--- src/rtl/wake_pkg.sv ---
package wake_pkg;

    localparam int ADDR_W = 12;
    localparam int DATA_W = 32;

    typedef logic [DATA_W-1:0] data_t;
    typedef logic [ADDR_W-1:0] addr_t;

    // register offsets decoded by the bus
    localparam addr_t OFS_EDGE_SEL  = 12'h704;
    localparam addr_t OFS_USB_EDGE  = 12'h708;
    localparam addr_t OFS_PIN_EN    = 12'h710;
    localparam addr_t OFS_SRC       = 12'h718;
    localparam addr_t OFS_USB_SRC   = 12'h71C;
    localparam addr_t OFS_MASKED    = 12'h720;

    typedef enum logic {
        EDGE_RISE = 1'b0,
        EDGE_FALL = 1'b1
    } edge_kind_e;

    typedef struct packed {
        logic  wr;
        addr_t addr;
        data_t wdata;
    } bus_req_t;

    // true when the sampled transition matches the selected edge
    function automatic logic edge_hit(logic prev, logic cur, edge_kind_e kind);
        logic hit;
        if (kind == EDGE_RISE) hit = !prev && cur;
        else                   hit = prev && !cur;
        return hit;
    endfunction

endpackage

--- src/rtl/wake_edge_latch.sv ---
module wake_edge_latch #(
    parameter int W = 1
) (
    input  logic         clk,
    input  logic         rst,
    input  logic [W-1:0] pin,
    input  logic [W-1:0] edge_sel,
    input  logic [W-1:0] clr,
    output logic [W-1:0] latched
);
    import wake_pkg::*;

    logic [W-1:0] prev_q;
    logic [W-1:0] hit;

    // history is loaded during reset too, so a static level is never an edge
    always_ff @(posedge clk) begin
        prev_q <= pin;
    end

    for (genvar g = 0; g < W; g++) begin : g_bit
        assign hit[g] = edge_hit(prev_q[g], pin[g], edge_kind_e'(edge_sel[g]));
    end

    // a new edge outranks a clear in the same cycle
    always_ff @(posedge clk) begin
        if (rst) latched <= '0;
        else     latched <= (latched & ~clr) | hit;
    end

endmodule

--- src/rtl/wake_clr_pulse.sv ---
module wake_clr_pulse #(
    parameter int W = 1
) (
    input  logic         clk,
    input  logic         rst,
    input  logic [W-1:0] req,
    output logic [W-1:0] pulse
);
    // one registered stage: each write yields a single-cycle pulse
    always_ff @(posedge clk) begin
        if (rst) pulse <= '0;
        else     pulse <= req;
    end

endmodule

--- src/rtl/wake_cfg_regs.sv ---
module wake_cfg_regs #(
    parameter int PIN_CNT = 32
) (
    input  logic                   clk,
    input  logic                   rst,
    input  wake_pkg::bus_req_t     req,
    input  logic [PIN_CNT-1:0]     port_latched,
    input  logic                   usb_latched,
    output logic [PIN_CNT-1:0]     edge_sel,
    output logic                   usb_edge,
    output logic [PIN_CNT-1:0]     enable,
    output logic [PIN_CNT-1:0]     port_clr_req,
    output logic                   usb_clr_req,
    output wake_pkg::data_t        rdata
);
    import wake_pkg::*;

    logic [PIN_CNT-1:0] wpins;
    assign wpins = req.wdata[PIN_CNT-1:0];

    always_ff @(posedge clk) begin
        if (rst) begin
            edge_sel <= '0;
            usb_edge <= 1'b0;
            enable   <= '0;
        end else if (req.wr) begin
            if (req.addr == OFS_EDGE_SEL) edge_sel <= wpins;
            if (req.addr == OFS_USB_EDGE) usb_edge <= req.wdata[0];
            if (req.addr == OFS_PIN_EN)   enable   <= wpins;
        end
    end

    always_comb begin
        port_clr_req = '0;
        usb_clr_req  = 1'b0;
        if (req.wr) begin
            if (req.addr == OFS_SRC)     port_clr_req = wpins;
            if (req.addr == OFS_MASKED)  port_clr_req = wpins & enable;
            if (req.addr == OFS_USB_SRC) usb_clr_req  = req.wdata[0];
        end
    end

    always_comb begin
        unique case (req.addr)
            OFS_EDGE_SEL: rdata = data_t'(edge_sel);
            OFS_USB_EDGE: rdata = data_t'(usb_edge);
            OFS_PIN_EN:   rdata = data_t'(enable);
            OFS_SRC:      rdata = data_t'(port_latched);
            OFS_USB_SRC:  rdata = data_t'(usb_latched);
            OFS_MASKED:   rdata = data_t'(port_latched & enable);
            default:      rdata = '0;
        endcase
    end

endmodule

--- src/rtl/wake_edge_detect.sv ---
module wake_edge_detect #(
    parameter int NUM_PORTS = 4,
    parameter int PORT_W    = 8
) (
    input  logic                              clk,
    input  logic                              rst,
    input  logic                              bus_wr_en,
    input  logic [wake_pkg::ADDR_W-1:0]       bus_addr,
    input  logic [wake_pkg::DATA_W-1:0]       bus_wdata,
    output logic [wake_pkg::DATA_W-1:0]       bus_rdata,
    input  logic [NUM_PORTS*PORT_W-1:0]       port_pins,
    input  logic                              usb_pin,
    output logic                              wake_req
);
    import wake_pkg::*;

    localparam int PIN_CNT = NUM_PORTS * PORT_W;

    bus_req_t           req;
    logic [PIN_CNT-1:0] edge_sel_q;
    logic [PIN_CNT-1:0] enable_q;
    logic               usb_edge_q;
    logic [PIN_CNT-1:0] port_clr_req;
    logic               usb_clr_req;
    logic [PIN_CNT-1:0] port_clr_pulse;
    logic               usb_clr_pulse;
    logic [PIN_CNT-1:0] port_latched;
    logic               usb_latched;

    assign req = '{wr: bus_wr_en, addr: bus_addr, wdata: bus_wdata};

    wake_cfg_regs #(.PIN_CNT(PIN_CNT)) regs_i (
        .clk          (clk),
        .rst          (rst),
        .req          (req),
        .port_latched (port_latched),
        .usb_latched  (usb_latched),
        .edge_sel     (edge_sel_q),
        .usb_edge     (usb_edge_q),
        .enable       (enable_q),
        .port_clr_req (port_clr_req),
        .usb_clr_req  (usb_clr_req),
        .rdata        (bus_rdata)
    );

    wake_clr_pulse #(.W(PIN_CNT)) port_clr_i (
        .clk   (clk),
        .rst   (rst),
        .req   (port_clr_req),
        .pulse (port_clr_pulse)
    );

    wake_clr_pulse #(.W(1)) usb_clr_i (
        .clk   (clk),
        .rst   (rst),
        .req   (usb_clr_req),
        .pulse (usb_clr_pulse)
    );

    wake_edge_latch #(.W(PIN_CNT)) port_det_i (
        .clk      (clk),
        .rst      (rst),
        .pin      (port_pins),
        .edge_sel (edge_sel_q),
        .clr      (port_clr_pulse),
        .latched  (port_latched)
    );

    wake_edge_latch #(.W(1)) usb_det_i (
        .clk      (clk),
        .rst      (rst),
        .pin      (usb_pin),
        .edge_sel (usb_edge_q),
        .clr      (usb_clr_pulse),
        .latched  (usb_latched)
    );

    assign wake_req = (|(port_latched & enable_q)) | usb_latched;

endmodule

--- config.mk ---
export PLATFORM = sky130hd
export DESIGN_NAME = wake_edge_detect
export DESIGN_NICKNAME = d
export VERILOG_FILES = /design/src/rtl/wake_pkg.sv /design/src/rtl/wake_edge_latch.sv /design/src/rtl/wake_clr_pulse.sv /design/src/rtl/wake_cfg_regs.sv /design/src/rtl/wake_edge_detect.sv
export SDC_FILE = /design/constraint.sdc
export NUM_CORES = 1
export LEC_CHECK = 0
export BUFFER_PORTS_ARGS = -buffer_cell sky130_fd_sc_hd__buf_2
export CORE_MARGIN = 2
export CORE_UTILIZATION = 56
export DETAILED_ROUTE_END_ITERATION = 6
export GPL_ROUTABILITY_DRIVEN = 0
export GPL_TIMING_DRIVEN = 0
export MAX_ROUTING_LAYER = met4
export PLACE_DENSITY = 0.79
export SLEW_MARGIN = 20
export SYNTH_ARGS = -nofsm -noshare
export SYNTH_HDL_FRONTEND = slang
export SYNTH_SLANG_ARGS = --single-unit
--- constraint.sdc ---
create_clock -name clk -period 1.5 [get_ports clk]
set_input_delay 0.15 -clock clk [delete_from_list [all_inputs] [get_ports clk]]
set_output_delay 0.15 -clock clk [all_outputs]
set_load 0.01 [all_outputs]
==> results of run 1 <==
-- critical path, cell delays in order, from the launching register on --
cell and delay (ps):
dfxtp_1 360, a22o_1 260, a221oi_2 300, nand4_1 200, or3_4 420, buf_6 130
-- layer usage --
metal	GRT usage [%]	share of wire, %	vias up
met3	8.73	12	212
li1	-	-	3332
met5	-	0	-
met4	21.1	6.7	0
met1	45.5	35	3640
met2	61.7	46	747
-- synthesized netlist by cell type --
cell / n / area, µm²
buf_4: 8 / 60.1
o22ai_1: 22 / 138
nand3_1: 4 / 20.0
nor3_1: 1 / 5.00
and4b_1: 1 / 10.0
nor2b_1: 6 / 37.5
a21oi_1: 107 / 536
nand3b_1: 33 / 248
a22oi_1: 26 / 195
nor4bb_1: 1 / 10.0
a32oi_1: 9 / 78.8
nor4b_4: 2 / 47.6
and2_0: 2 / 12.5
a31oi_1: 34 / 213
nor2_1: 4 / 15.0
a222oi_1: 1 / 10.0
mux2i_1: 1 / 10.0
o2bb2ai_1: 9 / 78.8
and4_1: 3 / 26.3
nor3b_2: 2 / 25.0
a21o_1: 9 / 67.6
a221oi_1: 6 / 52.6
nor4_4: 1 / 21.3
and2_1: 2 / 12.5
dfxtp_1: 164 / 3280
or3b_2: 33 / 289
nand2_1: 213 / 800
a22o_1: 5 / 43.8
nand4_1: 6 / 37.5
buf_2: 13 / 65.1
nor4b_2: 1 / 15.0
buf_1: 1 / 3.75
a32o_1: 1 / 10.0
nand2b_1: 33 / 206
and3_1: 1 / 6.26
buf_6: 4 / 45.0
or3_1: 1 / 6.26
nor3b_1: 2 / 15.0
a21oi_2: 10 / 87.6
clkbuf_1: 30 / 113
-- flip-flops by register name, indices dropped and copies added (netlist names) --
| signal | flops |
|---|---|
| port_det_i.prev_q | 32 |
| port_det_i.latched | 32 |
| port_clr_i.pulse | 32 |
| regs_i.usb_edge | 1 |
| usb_det_i.prev_q | 1 |
| regs_i.edge_sel | 32 |
| usb_det_i.latched | 1 |
| usb_clr_i.pulse | 1 |
| regs_i.enable | 32 |
-- cell families after synthesis --
| group | count (synthesis) |
|---|---|
| AND/OR/NAND/NOR | 352 |
| flip-flops | 164 |
| buffers and inverters | 56 |
| multiplexers | 1 |
| AO/OA/AOI/OAI | 239 |
-- through the flow --
stage	power, µW	util (%)	worst slack (ps)	hold slack [ps]
global placement	5150	63.9	-549	271
floorplan	4880	-	78.9	178
detailed placement	5160	63.9	-559	272
global route	9670	82.6	-755	23.7
CTS	9310	80.0	-599	2.19
finish	9470	82.6	-761	16.1
-- layout make-up --
| class | instances | area [µm²] |
|---|---|---|
| fill | 660 | 2100 |
| buffer | 53 | 422 |
| clock buffer | 28 | 527 |
| tap | 168 | 210 |
| timing repair buffer | 200 | 1550 |
| multi-input combinational | 592 | 3930 |
| clock inverter | 3 | 17.5 |
| sequential | 164 | 3310 |
-- path summary, 6_finish.rpt --
check	slack [ps]	end
max	-760	wake_req
min	20	regs_i.edge_sel[4]$_SDFFE_PP0P_
max reg2reg	330	port_det_i.latched[0]$_SDFF_PP0_
min reg2reg	490	regs_i.edge_sel[3]$_SDFFE_PP0P_
-- power by group through the flow --
stage / logic (µW) / registers [µW] / clock network, µW
6_report: 782 / 4600 / 4100
5_1_grt: 820 / 4600 / 4250
4_1_cts: 702 / 4570 / 4040
3_5_place_dp: 505 / 4650 / 0
3_3_place_gp: 497 / 4650 / 0
2_1_floorplan: 265 / 4610 / 0
-- timing repair --
action	4_1_cts	5_1_grt
hold buffers	63	0
endpoints found under the setup margin	33	54
pin swaps	40	32
gates cloned	5	1
endpoints found under the hold margin	89	0
gates resized for setup	137	81
setup buffers	17	8
==> metrics.yaml, run 1 <==
worst_slew_pin_slew_ps: 721
dpl_cell_area_mm2: 0.00771
port-buffer-count: 109
synth-compound-area-share_pct: 21.7
powerDensity_mw_per_mm2: 951
first_pass_iters: 7
p_sw_uw: 2240
fin_tns_setup_ps: -5350
postRouteWirelength_um: 27400
diodes: 0
fin_cells: 1208
grt-ovfl-total: 0
synth_top_family_by_area: "simple AND/OR/NAND/NOR gates"
crit_type: "flop to output pin"
violations: "DRC, setup timing"
drtAntennaViolNets: 0
relSlewSlack_pct: 51.9
h-tree-depth: 4
critPathMaxFanout: 5
clockPowerShare_pct: 43.2
netlist_area_mm2: 0.00696
ys_seq_area_share_pct: 47.2
grt_max_degree: 17
fin_skew_ps: 7.82
routed_via_density: 6.57
p_int_uw: 7240
r2r-start: "regs_i.edge_sel[0]$_SDFFE_PP0P_"
layout_common_cells: "nand2_1 (194), dfxtp_1 (144), buf_2 (107)"
die_y_um: 115
seqPwrFrac_pct: 48.5
gr-usage-all-layers_pct: 38.7
place_inst: 1089
clk_pin_slew_ps: 70
dp_hpwl_um: 14800
dr_total_vias: 7931
layout_commonest_cell: "nand2_1"
num_rows: 40
r2r_cells: 3
min_period_ps: 2260
min_path_type: "primary input to flop"
synthSimpleGateAreaFrac_pct: 26.8
synthAdderAreaFrac_pct: 0
synth_xor_area_share_pct: 0
die_area_mm2: 0.0133
pwr-share-comb_pct: 8.3
wl_per_cell_um: 22.7
cts_buffers: 17
leakagePower_uw: 0.00375
start_kind: "flop"
synth-seq-cells: 164
drc: 19
synth_nets: 892
fmax_mhz: 442
end_kind: "output pin"
ir_worst_vdd_v: 0.000788
initial_core_util_pct: 57.7
status: "complete, but fails checks"
synth_area_per_cell_um2: 8.57
cts_tree: "done"
rsz0062_at_grt: "true"
swShare_pct: 23.6
grt_pass1_vias: 7407
final.setup.worst_slack_ps: -761
ys_types: 40
hold_depth: 3
final_area_mm2: 0.00996
nets: 1108
drv_cap: 0
io_pins: 113
cp.arrival_ps: 2110
maxSlewViolCount: 0
yosys-mux-area-fraction_pct: 0.144
drive_gt1_share_pct: 33.6
min_from: "bus_wdata[4]"
drtIter0Drc: 1373
grt_pass1_wl_um: 38200
clock_sinks: 164
clock_latency_ps: 430
syn-instance-count: 812
antenna_found_initial: 0
root_buffer: "clkbuf_16"
startpoint: "regs_i.enable[1]$_SDFFE_PP0P_"
clockBufferDepth: 2
die_w_um: 115
yosysWarnings: 0
setup_viol: 33
min_period_over_period_pct: 151
core_mm2: 0.0121
crit_required_ps: 1350
final-hold-violation-count: 0
areaGrowthSynthToFinish_pct: 43.2
No activity file was read; power rests on OpenSTA's default activity.
==> run 2, diff against run 1 <==
Settings changed: CORE_ASPECT_RATIO set to 2, SYNTH_HIERARCHICAL set to 1.
==> run 2 against run 1 <==
Against the previous run:
- the flow finishes with violations (setup timing)
- sequential power barely moved
- die area rose by 1.9%
- clock skew down 4.3 ps
- global-route usage decreased by 6.0 points
- core utilization decreased by 5.4 points
- sequential share of layout area is 1.1 points higher
- wire length decreased by 17%
- largest power group unchanged
==> metrics.yaml, run 2 <==
initial_core_util_pct: 56.9
io_pins: 113
crit_required_ps: 1350
syn-instance-count: 750
relSlewSlack_pct: 58.5
num-fill-cells: 784
yosysTopAreaCellShare_pct: 46.5
dp_hpwl_um: 14100
wl_per_cell_um: 20.6
port-buffer-count: 112
drc: 0
num_rows: 58
grt_pass1_vias: 6575
die_y_um: 163
min_path_type: "primary input to flop"
crit_type: "flop to output pin"
min_period_over_period_pct: 128
yosysWarnings: 6
antenna_found_initial: 0
fin_skew_ps: 3.51
drtIter0Drc: 814
core_mm2: 0.0124
diodes: 0
critPathMaxFanout: 2
cts_buffers: 17
leakagePower_uw: 0.00409
power_uw: 9550
synthArstFlopShare_pct: 0
rsz0062_at_grt: "true"
routed_via_density: 6.15
grt_max_degree: 17
start_kind: "flop"
h-tree-depth: 4
fin_cells: 1112
min_period_ps: 1920
grt_pass1_wl_um: 33900
synth-seq-cells: 164
multiInputGateArea_mm2: 0.00383
ir_worst_vdd_v: 0.000906
clock_sinks: 164
fin_tns_setup_ps: -9460
nets: 1029
synth-edff-count: 0
areaGrowthSynthToFinish_pct: 35.7
worst_slew_pin_slew_ps: 622
reg2reg_to: "port_clr_i/pulse[1]$_SDFF_PP0_"
layout_commonest_cell: "dfxtp_1"
min_from: "bus_wdata[19]"
synth_nets: 830
rrSetupSlack_ps: 460
synth_area_per_cell_um2: 9.42
clock_latency_ps: 420
die_w_um: 83.4
r2r-start: "regs_i/enable[1]$_SDFFE_PP0P_"
cts_tree: "done"
synth_area_leaders: "dfxtp_1 (46%), mux2i_1 (9.4%), nor2_1 (5.3%), a21oi_1 (4.5%), a221o_1 (4.4%)"
place_inst: 1012
holdPathEnd: "regs_i/edge_sel[19]$_SDFFE_PP0P_"
ys_seq_area_share_pct: 46.5
drv_cap: 0
end_kind: "output pin"
dpl_cell_area_mm2: 0.00781
dr_total_vias: 6836
layout_common_cells: "dfxtp_1 (157), buf_2 (117), nor2_1 (99)"
hold_depth: 3
final_area_mm2: 0.00959
r2r_cells: 3
drive_gt1_share_pct: 27.8
clockBufferDepth: 2
root_buffer: "clkbuf_16"
grt-ovfl-total: 0
violations: "setup timing"
setup_viol: 48
clk_pin_slew_ps: 60
synth_common_cells: "dfxtp_1 (164), nor2_1 (99), mux2i_1 (66)"
yosysTopAreaCell: "dfxtp_1"
final.setup.worst_slack_ps: -416
status: "complete, but fails checks"
yosys_most_used_dff: "dfxtp_1"
ys_types: 37
first_pass_iters: 6
fmax_mhz: 522
maxSlewViolCount: 0
die_area_mm2: 0.0136
yosysMostFrequentCell: "dfxtp_1"
powerDensity_mw_per_mm2: 996
final-seq-area_mm2: 0.00329
cp.arrival_ps: 1770
final-hold-violation-count: 0
netlist_area_mm2: 0.00706
drtAntennaViolNets: 0
postRouteWirelength_um: 22900
gr-usage-all-layers_pct: 32.8
==> run 2: layout make-up <==
cell class,count,share of cell area (%)
Multi-Input combinational cell,537,39.9
Tap cell,150,1.96
Clock buffer,18,4.48
Sequential cell,164,34.4
Clock inverter,14,1.58
Buffer,43,3.37
Timing Repair Buffer,186,14.3
==> run 2: routing by layer <==
metal / global-route usage, % / up-vias / wire length, µm
met1: 35.7 / 3167 / 8320
met2: 56.7 / 433 / 11300
met5: - / - / 0
met4: 17.6 / 0 / 1440
met3: 5.27 / 132 / 1820
li1: - / 3104 / -
==> run 2: through the flow <==
stage,setup slack [ps],utilization (%),hold WS (ps)
finish,-416,77.2,8.30
global route,-465,77.2,8.06
CTS,-355,75.2,2.14
detailed placement,-656,63.0,273
global placement,-613,63.0,269
floorplan,-13.5,-,178
==> run 2: worst max-delay path by stage <==
stage | from | to | cells past startpoint
6_report | regs_i/enable[2]$_SDFFE_PP0P_ | wake_req | 5
5_1_grt | port_det_i/latched[6]$_SDFF_PP0_ | wake_req | 5
4_1_cts | regs_i/enable[2]$_SDFFE_PP0P_ | wake_req | 5
3_5_place_dp | bus_addr[7] | bus_rdata[29] | 7
3_3_place_gp | bus_addr[7] | bus_rdata[29] | 7
2_1_floorplan | bus_addr[5] | bus_rdata[10] | 7
==> run 2: where the power goes <==
part           leakage (µW)  switching (µW)  internal (µW)
logic               0.00246             319            332
registers           0.00134             122           4470
clock network      0.000282            1830           2470
==> run 2: logic make-up after synthesis <==
group | after synthesis | synth area share, %
buffers and inverters | 49 | 3.17
DFF | 164 | 46.5
muxes | 66 | 9.36
AOI/OAI and AO/OA | 147 | 14.1
and+or+nand+nor | 324 | 26.9
==> run 2: timing repair <==
action / CTS / global route
hold endpoints to repair: 50 / 0
setup endpoints to repair: 85 / 94
pin swaps: 12 / 26
gates resized for setup: 83 / 66
hold buffers: 47 / 0
buffers inserted: 14 / 10
cloned: 3 / 2
==> run 2: worst max-delay path, stage by stage (launching register included) <==
cell,delay [ps]
dfxtp_2,320
a22oi_2,260
nand4_1,160
nor4_2,320
nand2_1,120
buf_2,160
